`config.mk`:
```
export PLATFORM = sky130hd
export DESIGN_NAME = sc_arith_unit
export DESIGN_NICKNAME = d
export VERILOG_FILES = /design/src/rtl/sc_arith_unit.sv
export SDC_FILE = /design/constraint.sdc
export NUM_CORES = 1
export LEC_CHECK = 0
export CAP_MARGIN = 10
export CORE_UTILIZATION = 25
export CTS_CLUSTER_DIAMETER = 60
export DETAILED_ROUTE_END_ITERATION = 7
export SLEW_MARGIN = 20
export SYNTH_ARGS = -nofsm -noshare
export SYNTH_HDL_FRONTEND = slang
export SYNTH_SLANG_ARGS = --single-unit
```
`constraint.sdc`:
```
create_clock -name clk -period 26.7 [get_ports clk]
set_clock_uncertainty 0.2 [all_clocks]
set_input_delay 5.34 -clock clk [delete_from_list [all_inputs] [get_ports clk]]
set_output_delay 5.34 -clock clk [all_outputs]
set_load 0.1 [all_outputs]
```
`src/rtl/sc_arith_unit.sv`:
```
module sc_arith_unit #(
  parameter int STREAM_W = 256,
  parameter int OUT_W    = 8
) (
  input  logic                clk,
  input  logic                rst_n,
  input  logic                in_valid,
  input  logic [1:0]          op_sel,
  input  logic [STREAM_W-1:0] stream_a,
  input  logic [STREAM_W-1:0] stream_b,
  input  logic [STREAM_W-1:0] stream_s,
  output logic                out_valid,
  output logic [OUT_W-1:0]    out_count
);

  localparam int CNT_W = $clog2(STREAM_W) + 1;
  localparam int NODES = 2 * STREAM_W - 1;
  localparam logic [CNT_W-1:0] SAT_LIM = CNT_W'((1 << OUT_W) - 1);

  localparam logic [1:0] OP_UMUL = 2'b00;
  localparam logic [1:0] OP_BMUL = 2'b01;

  logic [STREAM_W-1:0] opnd_b;
  logic [STREAM_W-1:0] res_bits;
  logic [CNT_W-1:0]    node [NODES];
  logic [OUT_W-1:0]    sat_count;

  assign opnd_b = (op_sel == 2'b11) ? ~stream_b : stream_b;

  always_comb begin
    case (op_sel)
      OP_UMUL: res_bits = stream_a & stream_b;
      OP_BMUL: res_bits = ~(stream_a ^ stream_b);
      default: res_bits = (stream_s & stream_a) | (~stream_s & opnd_b);
    endcase
  end

  genvar gi;
  generate
    for (gi = 0; gi < STREAM_W; gi++) begin : g_leaf
      assign node[STREAM_W-1+gi] = {{(CNT_W-1){1'b0}}, res_bits[gi]};
    end
    for (gi = 0; gi < STREAM_W - 1; gi++) begin : g_sum
      assign node[gi] = node[2*gi+1] + node[2*gi+2];
    end
  endgenerate

  assign sat_count = (node[0] > SAT_LIM) ? {OUT_W{1'b1}} : node[0][OUT_W-1:0];

  always_ff @(posedge clk) begin
    if (!rst_n) begin
      out_valid <= 1'b0;
      out_count <= '0;
    end else begin
      out_valid <= in_valid;
      if (in_valid) out_count <= sat_count;
    end
  end

endmodule

```
# --- Word level (Yosys, flattened, before mapping) ---
# Index checks and enable logic that the tools add are counted.
classes:
  add_sub_neg: 255
  magnitude_cmp: 1
  eq_ne: 2
  muxes: 3
  bitwise_logic: 8
  reduce_logical: 1
op_table:
  columns: ["op", "n"]
  rows:
  - ["9-bit adder", 127]
  - ["256-bit bitwise AND", 3]
  - ["256-bit inverter", 3]
  - ["256-bit one-hot mux with 2 select lines", 1]
  - ["1-bit by 1-bit adder with 2-bit output", 128]
  - ["256-bit 2-to-1 mux", 1]
  - ["256-bit OR", 1]
  - ["256-bit XOR", 1]
  - ["9-bit by 8-bit greater-than comparator with 1-bit output, second input constant", 1]
  - ["8-bit 2-to-1 mux", 1]
  - ["2-bit by 1-bit == test with 1-bit output, second input constant", 1]
  - ["2-bit == test, second input constant", 1]
  - ["2-bit zero test", 1]
word_totals:
  register_bits: 9
  inputBits: 773
  out_inout_bits: 9
  word_cells: 272

# --- Depth between registers and ports, before layout ---
# Gate-level depths: netlist of the first run.
depth:
  depth_word: 15
  ltp_mapped: 35
  mapped_depth_nobuf: 32

# --- Worst setup path after synthesis of the first run ---
# OpenSTA, ideal clock, no wires.
synth_timing:
  kind: "input -> register"
  start: "input op_sel[0]"
  end: "register out_count[7]"
  setup_ns: 0.133
  arrival_time_ns: 13.657
  required_time_ns: 26.367
  setup_slack_ns: 12.710
  stages: 34
  path_buffers: 3
  cell_sequence: "buf_2 buf_2 buf_4 xnor2_1 o21ai_0 nand2_1 o21ai_0 ha_1 fa_1 inv_1 fa_1 inv_1 fa_1 inv_1 fa_1 inv_1 fa_1 fa_1 inv_1 fa_1 inv_1 fa_1 fa_1 fa_1 inv_1 fa_1 inv_1 ha_1 fa_1 a211oi_1 o21bai_1 a21oi_1 xor2_1 a31oi_1"
synth_between:
  elab_chain_len: 15
  word_cells_on_any_way: 264
  cone_classes: "add/sub: 255; order compare: 1; eq/ne: 2; mux: 3; bitwise: 2; reduce/logical: 1"
synth_rtl:
  columns: ["element", "line", "text"]
  rows:
  - ["start, declared", "8", "input logic [1:0] op_sel,"]
  - ["2-bit == test", "28", "assign opnd_b = (op_sel == 2'b11) ? ~stream_b : stream_b;"]
  - ["256-bit 2-to-1 mux", "28", null]
  - ["256-bit bitwise AND", "34", "default: res_bits = (stream_s & stream_a) | (~stream_s & opnd_b);"]
  - ["256-bit OR", "34", null]
  - ["256-bit one-hot mux with 2 select lines (*)", "31", "case (op_sel)"]
  - ["1-bit by 1-bit adder with 2-bit output", "44", "assign node[gi] = node[2*gi+1] + node[2*gi+2];"]
  - ["9-bit adder (6 in a row)", "44", null]
  - ["9-bit adder (*)", "44", null]
  - ["9-bit by 8-bit greater-than comparator with 1-bit output", "48", "assign sat_count = (node[0] > SAT_LIM) ? {OUT_W{1'b1}} : node[0][OUT_W-1:0];"]
  - ["8-bit 2-to-1 mux (*)", "48", null]
  - ["end signal, assigned", "56", "if (in_valid) out_count <= sat_count;"]
  - ["end, declared", "13", "output logic [OUT_W-1:0] out_count"]
# Every way passes the cells marked *; elsewhere a longest branch is shown, timed or not.
# A chain may end at the register's enable or synchronous reset.

# --- Final worst setup path of the first run ---
# Ends and elaborated chain as after synthesis.

==> implementation parameters, run 1 <==
Parameter                              Value

Floorplanning
  Horizontal extent of the die    304.0 µm
  Standard-cell row count    110
  Overall die area    0.09243 mm²
  Std-Cell Core Area    0.09015 mm²
  Ports    782
  Height of the die    304.0 µm
  Initial cell density of the core    0.2529

Timing
  Unrepaired setup endpoints after global routing    false
  Final Hold Violating Endpoints    0
  Final-layout setup total negative slack    0 ns
  Final number of setup-violating endpoints    0
  Worst max-slew margin expressed relative to the limit    0.2344
  Transition time at the pin with the least slew margin    1.136 ns
  Final critical-path share of the clock period    0.6283
  Max frequency    59.61 MHz
  Final critical path time including I/O delays and setup    16.77 ns
  Slew Viols, Final    0
  Smallest hold slack    0.3398 ns

GRT
  Vias in the first global route    21740
  GR Layer Usage met3    0.02437
  Global router's overall resource usage    0.1897
  GRT Max-Usage Layer    met2
  Pin count of the biggest net entering global routing    199
  Wire length of the first global-routing pass    132.5 mm
  Met2 Resource Use GR    0.3708
  GRT Residual Overflow    0
  M1 GR Usage    0.2266
  Number of antenna violations at the first check in global routing    4

Routing
  Routed length per placed instance    18.14 µm
  DRC marker count from the first detailed-route iteration    890
  Pre-Repair DR Iteration Count    7
  Antenna-violating nets left    0
  Total number of vias    21080
  Total Routed Length    88.25 mm
  # DRC    0
  Number of vias per cell    4.333

Job
  # Max-Cap Violations    0

Final layout
  Signed area change from the synthesized netlist to the final layout    39.03%
  Share of post-route cells with drive strength above 1    0.006240
  Utilization of the core after routing    0.3517
  Total non-filler cell area in the finished layout    0.03170 mm²
  Number of nets in the finished design    5135

CTS
  CTS Buf Count    3
  Number of gates resized after CTS    0
  H-Tree Level Count    1
  Num Clock Sinks    9
  Register clock-pin slew on the reported worst setup and hold paths    0.04 ns
  Hold_buf cts    0
  Worst skew pair latency    0.23 ns
  Setup repair bufs after CTS    0
  Number of buffers between clock root and the deepest sink    2
  Clock tree from TritonCTS    yes
  Clk Tree Root Cell    clkbuf_16

Synth
  Top cell type's share of synthesized area    0.2288
  Predominant post-synthesis flop cell    dfxtp_1
  Synthesized net count    4458
  Biggest area consumer among synthesized cells    ha_1
  Most area-consuming cells after synthesis    ha_1 (23%), fa_1 (23%), o21ai_0 (13%)
  Most repeated cell in the gate-level netlist after synthesis    o21ai_0
  Mean post-synth cell area    7.576 µm²
  Fraction of the yosys area taken by sequential cells    0.007901
  Post-synth design cell area    0.02280 mm²
  Count of synthesis-stage warnings from yosys    0
  Proportion of synthesized flip-flops having asynchronous set or reset    0
  Synthesized instance count    3010
  Top cells by instance count after synthesis    o21ai_0 (582), nand2_1 (572), inv_1 (570)
  Number of synthesized flops with an enable pin    0
  FF+latch count, synth    9
  Synth unique cells    27

Placed design
  Routability congestion estimate from global placement    0.8708
  Total placed instance area    0.03162 mm²
  Port Buffers    781
  Post-detail-place hpwl    80.63 mm

Worst setup path
  Worst Reg-to-Reg Cells    2
  Critical path data required time    26.59 ns
  Capturing element type of the critical path    register
  Startpoint type of the worst setup path    input pin
  Cell family with most CP delay    adder cells
  Worst Path Arrival    16.67 ns
  Stages on worst setup path    35
  Path type of the worst setup path    input pin to register
  Top cell by count, worst path    fa_1
  Total buffers and inverters traversed by the critical path    12
  Biggest fanout along the worst timing path    83
  Cell with the biggest individual delay on the critical path    buf_4
  Delay of the slowest critical-path stage    0.82 ns

Run status
  Result of the run    finished, final reports clean

Hold path
  Cells on Worst Hold Path    2
  Type of the worst min-delay path    register to register
[logic make-up (layout without fill, tap and decap cells)]
family | Yosys count | count (layout) | synth area share
DFF | 9 | 9 | 0.007901
AOI/OAI and AO/OA | 603 | 603 | 0.1343
xor gates and xnor gates | 262 | 262 | 0.1010
adders and majority gates | 675 | 675 | 0.4553
muxes | 196 | 196 | 0.08604
and+or+nand+nor | 573 | 573 | 0.09443
other | 0 | 3 | 0
buffers and inverters | 692 | 1368 | 0.1210
[final cells by class]
type                            instances  area, µm²
Multi-Input combinational cell       2309      19860
Fill cell                            9450      58450
Tap cell                             1176       1471
Clock buffer                            4      78.83
Inverter                              570       2140
Antenna cell                            3      7.507
Sequential cell                         9      180.2
Timing Repair Buffer                  794       7963
[metal layers]
metal,routed length (µm),share of wire
met1,36900,0.42
met2,47090,0.53
met3,3713,0.042
met4,549,0.0062
met5,0,0
[path summary, 6_finish.rpt]
kind | start | endpoint | slack (ns)
hold / removal | out_count[3] | out_count[3] | 0.34
hold reg to reg | out_count[3] | out_count[3] | 0.34
setup / recovery | op_sel[0] | out_count[7] | 9.93
setup reg to reg | out_count[7] | out_count[7] | 25.81
[through the flow]
stage          worst slack (ns)  cells
2_1_floorplan             12.71   3010
3_3_place_gp              9.619   4858
3_5_place_dp              9.612   4858
4_1_cts                   9.861   4862
5_1_grt                   9.207   4864
6_report                  9.925   4865
[cells in the final DEF, fill, tap and decap left out, types with 2 or more instances in the layout]
cell type,instances
clkdlybuf4s50_1,779
o21ai_0,581
nand2_1,572
inv_1,570
ha_1,417
xnor2_1,258
fa_1,258
mux2i_1,196
buf_4,10
dfxtp_1,9
a31oi_1,8
a21oi_1,4
diode_2,3
xor2_1,3
clkbuf_16,3
buf_12,3
buf_8,2
[registers in the layout, indices dropped and copies added, names as in the netlist]
| register | flops |
|---|---|
| out_valid | 1 |
| out_count | 8 |
[worst register-to-register path, delay by kind of cell (launching register included)]
| family | cells | cell delay, ns |
|---|---|---|
| flip-flops | 1 | 0.32 |
| AO/OA/AOI/OAI | 2 | 0.23 |
Power of run 1 is not shown: default switching activity piles up to over one toggle a cycle in this logic, so the estimate is an artifact.
==> run 2, diff against run 1 <==
Clock period 26.7 ns to 13.8 ns, I/O delays scaled along.
==> implementation parameters, run 2 (synthesis results as in run 1) <==
Parameter                              Value

Placed design
  Total placed instance area    0.03190 mm² (+0.89%)
  Placed Cells incl. Taps    4894 (+0.74%)
  Port Buffers    781 (unchanged)
  Routability congestion estimate from global placement    0.8868 (+1.8%)
  Post-detail-place hpwl    82.61 mm (+2.5%)

Job
  # Max-Cap Violations    0 (unchanged)

Worst setup path
  Capturing element type of the critical path    register
  Worst reg-to-reg setup slack    12.92 ns (-12.89 ns)
  Biggest fanout along the worst timing path    73 (-12%)
  Delay of the slowest critical-path stage    0.86 ns (+0.04 ns)
  Path type of the worst setup path    input pin to register
  Worst Path Arrival    12.25 ns (-4.42 ns)
  Cell with the biggest individual delay on the critical path    o21ai_0
  Startpoint type of the worst setup path    input pin
  Critical path data required time    13.69 ns (-12.90 ns)
  Top cell by count, worst path    fa_1

GRT
  Vias in the first global route    21510 (-1.1%)
  Wire length of the first global-routing pass    132.0 mm (-0.36%)
  Global router's overall resource usage    0.1909 (+0.001194)
  Number of antenna violations at the first check in global routing    10 (+6)
  Pin count of the biggest net entering global routing    134 (-33%)
  GRT Residual Overflow    0 (unchanged)

Timing
  Transition time at the pin with the least slew margin    1.101 ns (-0.03563 ns)
  Worst max-slew margin expressed relative to the limit    0.2584 (+0.02400)
  Unrepaired setup endpoints after global routing    false
  Final critical path time including I/O delays and setup    12.36 ns
  Final Hold Violating Endpoints    0 (unchanged)
  Slew Viols, Final    0 (unchanged)
  Final critical-path share of the clock period    0.8955
  Final number of setup-violating endpoints    0 (unchanged)
  Final-layout setup total negative slack    0 ns (unchanged)
  Max frequency    80.92 MHz

Final layout
  Total non-filler cell area in the finished layout    0.03200 mm² (+0.94%)
  Most common cell after layout, fill and taps aside    clkdlybuf4s50_1
  Highest-count cells in the layout ignoring fill and taps    clkdlybuf4s50_1 (779), o21ai_0 (580), nand2_1 (572)
  Filler cells    9414 (-0.38%)
  Fin cells    4906 (+0.84%)
  Largest registers    out_count x8, out_valid x1
  Register Area    180.2 µm² (unchanged)
  Multi-input logic area    0.01986 mm² (unchanged)
  Signed area change from the synthesized netlist to the final layout    40.33%
  Number of flip-flops in the largest register    8 (unchanged)
  Biggest register    out_count
  Share of post-route cells with drive strength above 1    0.01612 (+0.009881)
  Number of nets in the finished design    5171 (+0.70%)

CTS
  Number of gates resized after CTS    0 (unchanged)
  CTS Buf Count    3 (unchanged)
  Setup repair bufs after CTS    0 (unchanged)
  Clock tree from TritonCTS    yes
  H-Tree Level Count    1 (unchanged)
  Clk Tree Root Cell    clkbuf_16
  Number of buffers between clock root and the deepest sink    2 (unchanged)
  Register clock-pin slew on the reported worst setup and hold paths    0.04 ns (about the same)
  Worst skew pair latency    0.24 ns (about the same)
  Hold_buf cts    0 (unchanged)
  Num Clock Sinks    9 (unchanged)

Floorplanning
  Overall die area    0.09243 mm² (unchanged)
  Std-Cell Core Area    0.09015 mm² (unchanged)
  Horizontal extent of the die    304.0 µm (unchanged)
  Height of the die    304.0 µm (unchanged)
  Ports    782 (unchanged)
  Initial cell density of the core    0.2529 (unchanged)
  Standard-cell row count    110 (unchanged)

Routing
  Routed length per placed instance    18.32 µm (+0.99%)
  Antenna-violating nets left    0 (unchanged)
  Number of vias per cell    4.354 (+0.48%)
  DRC marker count from the first detailed-route iteration    944 (+6.1%)
  Total number of vias    21360 (+1.3%)
  Total Routed Length    89.87 mm (+1.8%)
  # DRC    0 (unchanged)
  Pre-Repair DR Iteration Count    5 (-2)

Run status
  Result of the run    finished, final reports clean

Hold path
  Type of the worst min-delay path    register to register
==> run 2: final timing paths <==
path / start / cells after the start / endpoint
max: op_sel[0] / 29 / out_count[7]
min: out_count[3] / 2 / out_count[3]
max reg2reg: out_count[7] / 2 / out_count[7]
min reg2reg: out_count[3] / 2 / out_count[3]
==> run 2: critical path, delay by kind of cell <==
kind | cells | cell delay (ns)
mux | 1 | 0.12
fa+ha+maj | 14 | 6.38
buf+inv | 8 | 1.31
compound gates | 5 | 1.46
xor+xnor | 1 | 0.15
==> run 2: layer usage <==
metal / wire length, µm / up-vias / GRT usage
met5: 31 / - / 0
met3: 4355 / 74 / 0.03183
li1: - / 11050 / -
met2: 46260 / 534 / 0.3559
met4: 2089 / 6 / 0.04321
met1: 37140 / 9697 / 0.2256
==> run 2: final cells by class <==
class	instances	area share
Multi-Input combinational cell	2309	0.6207
Timing Repair Buffer	830	0.2577
Clock buffer	3	0.002346
Sequential cell	9	0.005631
Tap cell	1176	0.04598
Inverter	570	0.06686
Antenna cell	8	0.0006256
Clock inverter	1	0.0001564
==> run 2: through the flow <==
stage | setup WS, ns | utilization | hold slack [ns]
after floorplan | 2.390 | - | 0.7859
after global placement | 1.257 | 0.3539 | 0.3371
after detailed placement | 1.147 | 0.3539 | 0.3385
after CTS | 1.369 | 0.3547 | 0.3485
after global routing | 0.8308 | 0.3549 | 0.3728
final | 1.441 | 0.3550 | 0.3515
Power of run 2 is left out for the same reason.
